<file path="config.mk">
export PLATFORM = sky130hd
export DESIGN_NAME = intr_ctx_seq
export DESIGN_NICKNAME = d
export VERILOG_FILES = /design/src/rtl/intr_pkg.sv /design/src/rtl/irq_latch_arb.sv /design/src/rtl/ctx_stack_engine.sv /design/src/rtl/intr_ctx_seq.sv
export SDC_FILE = /design/constraint.sdc
export NUM_CORES = 1
export LEC_CHECK = 0
export BUFFER_PORTS_ARGS = -buffer_cell sky130_fd_sc_hd__buf_2
export CORE_MARGIN = 2
export CORE_UTILIZATION = 40
export DETAILED_ROUTE_END_ITERATION = 10
export GPL_ROUTABILITY_DRIVEN = 0
export HOLD_SLACK_MARGIN = 0.03
export PLACE_DENSITY = 0.73
export SETUP_SLACK_MARGIN = 0.05
export SLEW_MARGIN = 20
export SYNTH_ARGS = -nofsm -noshare
export SYNTH_HDL_FRONTEND = slang
export SYNTH_SLANG_ARGS = --single-unit
</file>
<file path="constraint.sdc">
create_clock -name clk -period 2.8 [get_ports clk]
set_input_delay 0.56 -clock clk [delete_from_list [all_inputs] [get_ports clk]]
set_output_delay 0.56 -clock clk [all_outputs]
set_load 0.05 [all_outputs]
</file>
<file path="src/rtl/intr_pkg.sv">
package intr_pkg;
  localparam int PC_W   = 14;
  localparam int SP_W   = 8;
  localparam int BYTE_W = 8;
  localparam int HI_PC  = PC_W - BYTE_W;

  typedef enum logic [2:0] {
    ST_IDLE,
    ST_PUSH_LO,
    ST_PUSH_HI,
    ST_POP_HI_REQ,
    ST_POP_HI_WAIT,
    ST_POP_LO_REQ,
    ST_POP_LO_WAIT
  } seq_state_e;

  function automatic logic [BYTE_W-1:0] pack_hi(input logic c, input logic z,
                                                input logic [HI_PC-1:0] pch);
    return {c, z, pch};
  endfunction
endpackage

</file>
<file path="src/rtl/irq_latch_arb.sv">
module irq_latch_arb #(
  parameter int N_SRC = 8,
  localparam int IDX_W = (N_SRC > 1) ? $clog2(N_SRC) : 1
) (
  input  logic             clk,
  input  logic             rst_n,
  input  logic [N_SRC-1:0] req,
  input  logic             clr_en,
  input  logic [IDX_W-1:0] clr_idx,
  output logic             any,
  output logic [IDX_W-1:0] win_idx
);
  logic [N_SRC-1:0] pend_q;
  logic [N_SRC-1:0] clr_mask;

  genvar g;
  generate
    for (g = 0; g < N_SRC; g++) begin : g_mask
      assign clr_mask[g] = clr_en && (clr_idx == IDX_W'(g));
    end
  endgenerate

  always_ff @(posedge clk) begin
    if (!rst_n) pend_q <= '0;
    else        pend_q <= (pend_q & ~clr_mask) | req;
  end

  always_comb begin
    win_idx = '0;
    for (int i = N_SRC - 1; i >= 0; i--) begin
      if (pend_q[i]) win_idx = IDX_W'(i);
    end
  end

  assign any = |pend_q;
endmodule

</file>
<file path="src/rtl/ctx_stack_engine.sv">
module ctx_stack_engine
  import intr_pkg::*;
(
  input  logic              clk,
  input  logic              rst_n,
  input  logic              start_push,
  input  logic [PC_W-1:0]   vec_in,
  input  logic [PC_W-1:0]   ctx_pc,
  input  logic              ctx_c,
  input  logic              ctx_z,
  input  logic              reti_req,
  input  logic              reti_ien,
  input  logic              sp_load,
  input  logic [SP_W-1:0]   sp_load_val,
  output logic [SP_W-1:0]   sp,
  output logic              idle,
  output logic              jump_valid,
  output logic [PC_W-1:0]   jump_pc,
  output logic              restore_valid,
  output logic [PC_W-1:0]   restore_pc,
  output logic              restore_c,
  output logic              restore_z,
  output logic              ien_on_pulse,
  output logic              wr_valid,
  input  logic              wr_ready,
  output logic [SP_W-1:0]   wr_addr,
  output logic [BYTE_W-1:0] wr_data,
  output logic              rd_valid,
  input  logic              rd_ready,
  output logic [SP_W-1:0]   rd_addr,
  input  logic              rsp_valid,
  input  logic [BYTE_W-1:0] rsp_data
);
  seq_state_e        st_q;
  logic [SP_W-1:0]   sp_q;
  logic [PC_W-1:0]   vec_q;
  logic [BYTE_W-1:0] lo_q, hi_q, pop_hi_q;
  logic              ien_q;

  always_ff @(posedge clk) begin
    if (!rst_n) begin
      st_q          <= ST_IDLE;
      sp_q          <= '0;
      vec_q         <= '0;
      lo_q          <= '0;
      hi_q          <= '0;
      pop_hi_q      <= '0;
      ien_q         <= 1'b0;
      jump_valid    <= 1'b0;
      jump_pc       <= '0;
      restore_valid <= 1'b0;
      restore_pc    <= '0;
      restore_c     <= 1'b0;
      restore_z     <= 1'b0;
      ien_on_pulse  <= 1'b0;
    end else begin
      jump_valid    <= 1'b0;
      restore_valid <= 1'b0;
      ien_on_pulse  <= 1'b0;
      unique case (st_q)
        ST_IDLE: begin
          if (start_push) begin
            vec_q <= vec_in;
            lo_q  <= ctx_pc[BYTE_W-1:0];
            hi_q  <= pack_hi(ctx_c, ctx_z, ctx_pc[PC_W-1:BYTE_W]);
            st_q  <= ST_PUSH_LO;
          end else if (reti_req) begin
            ien_q <= reti_ien;
            sp_q  <= sp_q - 1'b1;
            st_q  <= ST_POP_HI_REQ;
          end else if (sp_load) begin
            sp_q <= sp_load_val;
          end
        end
        ST_PUSH_LO: if (wr_ready) begin
          sp_q <= sp_q + 1'b1;
          st_q <= ST_PUSH_HI;
        end
        ST_PUSH_HI: if (wr_ready) begin
          sp_q       <= sp_q + 1'b1;
          jump_valid <= 1'b1;
          jump_pc    <= vec_q;
          st_q       <= ST_IDLE;
        end
        ST_POP_HI_REQ: if (rd_ready) st_q <= ST_POP_HI_WAIT;
        ST_POP_HI_WAIT: if (rsp_valid) begin
          pop_hi_q <= rsp_data;
          sp_q     <= sp_q - 1'b1;
          st_q     <= ST_POP_LO_REQ;
        end
        ST_POP_LO_REQ: if (rd_ready) st_q <= ST_POP_LO_WAIT;
        ST_POP_LO_WAIT: if (rsp_valid) begin
          restore_valid <= 1'b1;
          restore_pc    <= {pop_hi_q[HI_PC-1:0], rsp_data};
          restore_c     <= pop_hi_q[BYTE_W-1];
          restore_z     <= pop_hi_q[BYTE_W-2];
          ien_on_pulse  <= ien_q;
          st_q          <= ST_IDLE;
        end
        default: st_q <= ST_IDLE;
      endcase
    end
  end

  assign sp       = sp_q;
  assign idle     = (st_q == ST_IDLE);
  assign wr_valid = (st_q == ST_PUSH_LO) || (st_q == ST_PUSH_HI);
  assign wr_addr  = sp_q;
  assign wr_data  = (st_q == ST_PUSH_HI) ? hi_q : lo_q;
  assign rd_valid = (st_q == ST_POP_HI_REQ) || (st_q == ST_POP_LO_REQ);
  assign rd_addr  = sp_q;
endmodule

</file>
<file path="src/rtl/intr_ctx_seq.sv">
module intr_ctx_seq
  import intr_pkg::*;
#(
  parameter int N_SRC    = 8,
  parameter int VEC_BASE = 2,
  parameter int VEC_STEP = 2
) (
  input  logic              clk,
  input  logic              rst_n,
  input  logic [N_SRC-1:0]  irq_req,
  input  logic              take_ok,
  input  logic              ien_set,
  input  logic              ien_clr,
  output logic              ien,
  input  logic [13:0]       cpu_pc,
  input  logic              cpu_carry,
  input  logic              cpu_zero,
  input  logic              reti_req,
  input  logic              reti_ien,
  input  logic              sp_load,
  input  logic [7:0]        sp_load_val,
  output logic [7:0]        sp,
  output logic              busy,
  output logic              jump_valid,
  output logic [13:0]       jump_pc,
  output logic              restore_valid,
  output logic [13:0]       restore_pc,
  output logic              restore_carry,
  output logic              restore_zero,
  output logic              wr_valid,
  input  logic              wr_ready,
  output logic [7:0]        wr_addr,
  output logic [7:0]        wr_data,
  output logic              rd_valid,
  input  logic              rd_ready,
  output logic [7:0]        rd_addr,
  input  logic              rsp_valid,
  input  logic [7:0]        rsp_data
);
  localparam int IDX_W = (N_SRC > 1) ? $clog2(N_SRC) : 1;

  logic             any_pend, idle, grant, ien_q, ien_on;
  logic [IDX_W-1:0] win_idx;
  logic [PC_W-1:0]  vec_addr;

  assign grant    = idle && take_ok && ien_q && any_pend && !reti_req;
  assign vec_addr = PC_W'(VEC_BASE) + PC_W'(VEC_STEP) * PC_W'(win_idx);

  irq_latch_arb #(.N_SRC(N_SRC)) u_arb (
    .clk     (clk),
    .rst_n   (rst_n),
    .req     (irq_req),
    .clr_en  (grant),
    .clr_idx (win_idx),
    .any     (any_pend),
    .win_idx (win_idx)
  );

  ctx_stack_engine u_eng (
    .clk           (clk),
    .rst_n         (rst_n),
    .start_push    (grant),
    .vec_in        (vec_addr),
    .ctx_pc        (cpu_pc),
    .ctx_c         (cpu_carry),
    .ctx_z         (cpu_zero),
    .reti_req      (reti_req),
    .reti_ien      (reti_ien),
    .sp_load       (sp_load),
    .sp_load_val   (sp_load_val),
    .sp            (sp),
    .idle          (idle),
    .jump_valid    (jump_valid),
    .jump_pc       (jump_pc),
    .restore_valid (restore_valid),
    .restore_pc    (restore_pc),
    .restore_c     (restore_carry),
    .restore_z     (restore_zero),
    .ien_on_pulse  (ien_on),
    .wr_valid      (wr_valid),
    .wr_ready      (wr_ready),
    .wr_addr       (wr_addr),
    .wr_data       (wr_data),
    .rd_valid      (rd_valid),
    .rd_ready      (rd_ready),
    .rd_addr       (rd_addr),
    .rsp_valid     (rsp_valid),
    .rsp_data      (rsp_data)
  );

  always_ff @(posedge clk) begin
    if (!rst_n)       ien_q <= 1'b0;
    else if (grant)   ien_q <= 1'b0;
    else if (ien_on)  ien_q <= 1'b1;
    else if (ien_clr) ien_q <= 1'b0;
    else if (ien_set) ien_q <= 1'b1;
  end

  assign ien  = ien_q;
  assign busy = !idle;
endmodule

</file>
Yosys cells after proc, flatten, opt, wreduce, memory -nomap -nowiden
Cells that the tools add are included.

Output and inout port bits: 68. Flip-flop bits (word level): 92. Input bits: 51. Word-level logic and storage cells: 109.

Reductions and logical operators: 33. Bitwise operators: 5. Eq/ne operators: 23. Add/sub/neg operators: 3. Mux-type cells: 29.

Operators by type and width (count): 3-bit two-way mux (16); 8-bit two-way mux (6); 8-bit one-hot mux with 3 select lines (1); 3-bit == test (second input constant) (7); 3-bit one-hot mux with 7 select lines (1); 2-bit inequality test (second input constant) (7); 3-bit by 2-bit == test with 1-bit output (second input constant) (4); 1-bit logical AND (12); 2-bit AND reduction (6); 8-bit by 1-bit adder with 8-bit output (second input constant) (1); 8-bit bitwise AND (1); 8-bit NOT (1); 8-bit OR (1); 8-bit OR reduction (1); 8-bit by 1-bit subtractor with 8-bit output (second input constant) (1); 7-bit AND reduction (1); 3-bit by 1-bit == test with 1-bit output (second input constant) (2); 3-bit logical NOT (2); 3-bit AND reduction (2); 3-bit nonzero test (2); 2-bit by 4-bit adder with 5-bit output (first input constant) (1); 1-bit two-way mux (5); 5-bit AND reduction (1); 2-bit OR reduction (2); other kinds (6) (9).

Depth between registers and ports, before layout
Word-level depth: 13. Depth in mapped cells: 8. Gate-level depth less buffers: 8.

Cells and area by module
Synthesis repeated with hierarchy kept, for this count alone.

Cells, all modules: 545. Area, all modules: 4410.5 um^2.

By module, submodules not included: ctx_stack_engine (area an instance 3931.3 um^2, times used 1, sequential area each 1661.6 um^2, cells an instance 484); irq_latch_arb (area an instance 384.1 um^2, times used 1, sequential area each 160.2 um^2, cells an instance 48); intr_ctx_seq (area an instance 95.1 um^2, times used 1, sequential area each 20.0 um^2, cells an instance 13).

Worst setup path before layout
Ideal clock, no wire load.

Path type: register to output. Start point: register u_eng.st_q[0]. End point: output wr_data[2]. Cell stages (with the launch flop): 6. Path slack: 694 ps. Arrival time: 1546 ps. Path buffers: 2. Required time: 2240 ps. Path through: dfxtp_1 -> buf_4 -> nand2b_1 -> nor2_1 -> buf_2 -> mux2_2.

Longest elaborated chain between the ends: 2.

Ends and longest elaborated chain: from (decl) (line ctx_stack_engine.sv:34) `seq_state_e st_q;`; from (signal assigned) (line ctx_stack_engine.sv:42) `st_q <= ST_IDLE;`; from (signal assigned) (line ctx_stack_engine.sv:66) `st_q <= ST_PUSH_LO;`; from (signal assigned) (line ctx_stack_engine.sv:70) `st_q <= ST_POP_HI_REQ;`; 3-bit by 2-bit == test with 1-bit output (line ctx_stack_engine.sv:109) `assign wr_data = (st_q == ST_PUSH_HI) ? hi_q : lo_q;`; 8-bit two-way mux (line ctx_stack_engine.sv:109); to (decl) (line intr_ctx_seq.sv:33) `output logic [7:0] wr_data,`.

Every way passes these cells.

Worst setup path in the final report
Start point: register u_eng.st_q[2]. End point: output wr_valid.

Longest elaborated chain between the ends: 2. Elaborated cells between the ends (all ways): 3. Classes of those cells: eq/ne (2); reduce/logical (1).

Ends and longest elaborated chain: 3-bit by 1-bit == test with 1-bit output / 3-bit by 2-bit == test with 1-bit output (equally long branches) (line ctx_stack_engine.sv:107) `assign wr_valid = (st_q == ST_PUSH_LO) || (st_q == ST_PUSH_HI);`; 1-bit logical OR (*) (line ctx_stack_engine.sv:107); to (decl) (line intr_ctx_seq.sv:30) `output logic wr_valid,`.

Every way passes the cells marked *; elsewhere a longest branch is shown, timed or not.

==> flow_metrics.tcl <==
set metrics [dict create \
    synth-warning-count 0 \
    avgViaCountPerCell 5.11 \
    final_period_minus_worst_setup_slack_ps 2480 \
    post-cts-setup-buffer-count 0 \
    grt-ovfl-total 0 \
    syn-instance-count 446 \
    cts-buffers-inserted 9 \
    design.final.nets 586 \
    netlist_top_cells_area "sky130_fd_sc_hd__dfxtp_1, sky130_fd_sc_hd__nand2_1, sky130_fd_sc_hd__a21boi_0, sky130_fd_sc_hd__buf_4, sky130_fd_sc_hd__mux2_2" \
    worst_setup_path_startpoint "u_eng.st_q[2]" \
    postSynthAreaPerCell_um2 8.29 \
    drc 0 \
    netlist_area_um2 3700 \
    worstSetupPathType "flop to primary output" \
    critical-path-max-stage-delay_ps 590 \
    place.port_buffers 108 \
    drt_iter0_drc 121 \
    cp_max_fo 13 \
    synth_cell_types 59 \
    worst_setup_path_start_kind "flop" \
    cts.root.buffer_cell "sky130_fd_sc_hd__clkbuf_8" \
    timing.critical_path.max_delay_family "buffers and inverters" \
    critPathArrivalTime_ps 1920 \
    cell_pwr_density_nw_per_um2 663 \
    clock.fmax_mhz 404 \
    synth_edf_count 0 \
    grt_pass1_wl_mm 13.9 \
    leakage_nw 1.86 \
    cts_tree "yes" \
    fin_setup_tns_ps 0 \
    final_max_slew_viol_count 0 \
    cts.path.max_buffers 2 \
    initial_antenna_violation_count 1 \
    crit_path_cell_trace "inv_1 -> nand2_1 -> clkinv_1 -> buf_2" \
    drt.antenna.violating_nets 0 \
    cp_slowest_cell "sky130_fd_sc_hd__dfxtp_1" \
    asyncSetResetFlopFracSynth_pct 0 \
    area_of_the_die_um2 10000 \
    outcome "finished, final reports clean" \
    preCtsSetupSlack_ps 705 \
    maximum_level_of_the_cts_h_tree 3 \
    ys_seq_elements 72 \
    detail_route.wirelength_mm 8.45 \
    portion_of_the_post_synthesis_area_used_by_sequential_elements_pct 39.0 \
    worst_skew_pair_later_pin_latency_ps 350 \
    via_count_of_the_first_global_routing_pass 3050 \
    initial_core_util_pct 40.6 \
    worst-slew-pin-transition_ps 668 \
    setup-violations-final 0 \
    final.setup.worst_slack_ps 324 \
    reg2reg_to "u_eng.rd_addr[5]" \
    dieHeight_um 100 \
    place_hpwl_mm 6.12 \
    netlist.top_cell.by_area "sky130_fd_sc_hd__dfxtp_1" \
    r2r_slack_ps 770 \
    report.final.hold_viol_count 0 \
    worst_setup_path_endpoint "wr_valid" \
    cts-resized-gates 0 \
    required_ps 2240 \
    finalCritPeriodShare_pct 88.4 \
    design.portCount 119 \
    reg2regPathDepth 5 \
    rsz0062_at_grt "false" \
    finClkSkew_ps 7.64 \
    track_usage_pct 17.4 \
    grt_start_max_net_pins 45 \
    antenna_cells 0 \
    cts_sinks 72 \
    core_region_area_um2 9110 \
    dpl-instance-area_um2 4150 \
    cts_hold_buffers 0 \
    synth.most_common_cell "sky130_fd_sc_hd__nand2_1" \
    timing.critical_path.buf_inv 3 \
    slew_headroom_pct 55.4 \
    netlist_top_cells_count "sky130_fd_sc_hd__nand2_1, sky130_fd_sc_hd__dfxtp_1, sky130_fd_sc_hd__a21boi_0, sky130_fd_sc_hd__buf_4, sky130_fd_sc_hd__nor2_1" \
    std_cell_rows 35 \
    dr.pass1.iters 4 \
    critical_path_depth 4 \
    critical_register_to_register_path_startpoint "u_arb.pend_q[0]" \
    synth_top_area_share_pct 39.0 \
    clkSlewWorstSetupHoldPaths_ps 80 \
    routedWlPerCell_um 13.1 \
    maxCapViolCount 0 \
    hold_ws_ps 432 \
    ir_worst_vdd_mv 0.299 \
    layout-drive-gt1-share_pct 28.7 \
    die_x_um 100 \
    routed-via-count 3298 \
    hold_class "input port to flop" \
    syn2layout_area_growth_pct 17.7 \
    setup.worst_path.end_class "primary output" \
    synth_top_flop_cell "sky130_fd_sc_hd__dfxtp_1" \
    post-route-cell-area_um2 4350 \
]
registers in the layout, indices dropped and copies added, names as in the netlist:
name and flops:
u_eng.pop_hi_q 8, u_eng.restore_z 1, u_eng.restore_c 1, u_eng.st_q 3, u_eng.ien_on_pulse 1, u_eng.restore_valid 1
u_eng.ien_q 1, u_eng.rd_addr 8, u_eng.lo_q 8, u_eng.jump_valid 1, u_arb.pend_q 8, u_eng.jump_pc 4
u_eng.vec_q 4, u_eng.restore_pc 14, u_eng.hi_q 8, ien 1
metrics by stage:
| stage | utilization (%) | power, mW | cells |
|---|---|---|---|
| after global placement | 45.5 | 2.05 | 629 |
| final | 47.8 | 2.89 | 645 |
| after floorplan | - | 1.96 | 455 |
| after detailed placement | 45.5 | 2.07 | 629 |
| after CTS | 47.8 | 2.92 | 645 |
| after global routing | 47.8 | 3.04 | 645 |
cell usage in the layout (no fill, tap or decap), drive strengths merged, types with 6 or more instances in the layout:
cell type,count
dfxtp,72
clkbuf,10
nor2,18
nand3,11
inv,10
buf,116
o21ai,13
nor2b,13
a21boi,50
nand2,108
conb,10
a21oi,14
mux2,8
ha,6
logic make-up (layout without fill, tap and decap cells):
kind of cell / after synthesis / in the layout / synth area share, %
adder cells (fa/ha/maj): 6 / 6 / 2.03
AO/OA/AOI/OAI: 105 / 105 / 20.6
other: 1 / 10 / 0.101
AND/OR/NAND/NOR: 181 / 181 / 23.1
flip-flops: 72 / 72 / 39.0
XOR/XNOR: 5 / 5 / 1.39
multiplexers: 13 / 13 / 3.79
buffers and inverters: 63 / 142 / 10.1
where the power goes:
group	internal, mW	leakage (nW)	total [mW]	switching, mW
logic	0.269	1.18	0.886	0.617
clock network	0.439	0.0989	0.845	0.407
registers	1.07	0.585	1.15	0.0845
final cells by class:
| type | count | area (µm²) |
|---|---|---|
| Fill cell | 912 | 4750 |
| Multi-Input combinational cell | 320 | 1920 |
| Sequential cell | 72 | 1440 |
| Timing Repair Buffer | 116 | 613 |
| Tap cell | 111 | 139 |
| Clock buffer | 10 | 138 |
| Clock inverter | 6 | 67.6 |
| Inverter | 10 | 37.5 |
routing by layer:
layer | GRT usage, % | vias up | share of wire (%) | routed length, µm
met5 | 0 | - | 0.19 | 16
met4 | 7.38 | 2 | 1.2 | 101
met3 | 5.43 | 10 | 6.3 | 529
met2 | 28.8 | 102 | 48 | 4090
met1 | 20.8 | 1537 | 44 | 3710
li1 | - | 1647 | - | -
worst min-delay path by stage:
stage / from / endpoint / slack (ps) / cells after the start
final: irq_req[0] / u_arb.pend_q[0] / 430 / 2
after global routing: cpu_pc[7] / u_eng.lo_q[7] / 430 / 3
after CTS: irq_req[0] / u_arb.pend_q[0] / 420 / 2
after detailed placement: u_eng.hi_q[6] / u_eng.hi_q[6] / 450 / 2
after global placement: u_eng.hi_q[2] / u_eng.hi_q[2] / 440 / 2
after floorplan: u_eng.vec_q[4] / u_eng.vec_q[4] / 430 / 2
Power figures use the tool's default switching activity.
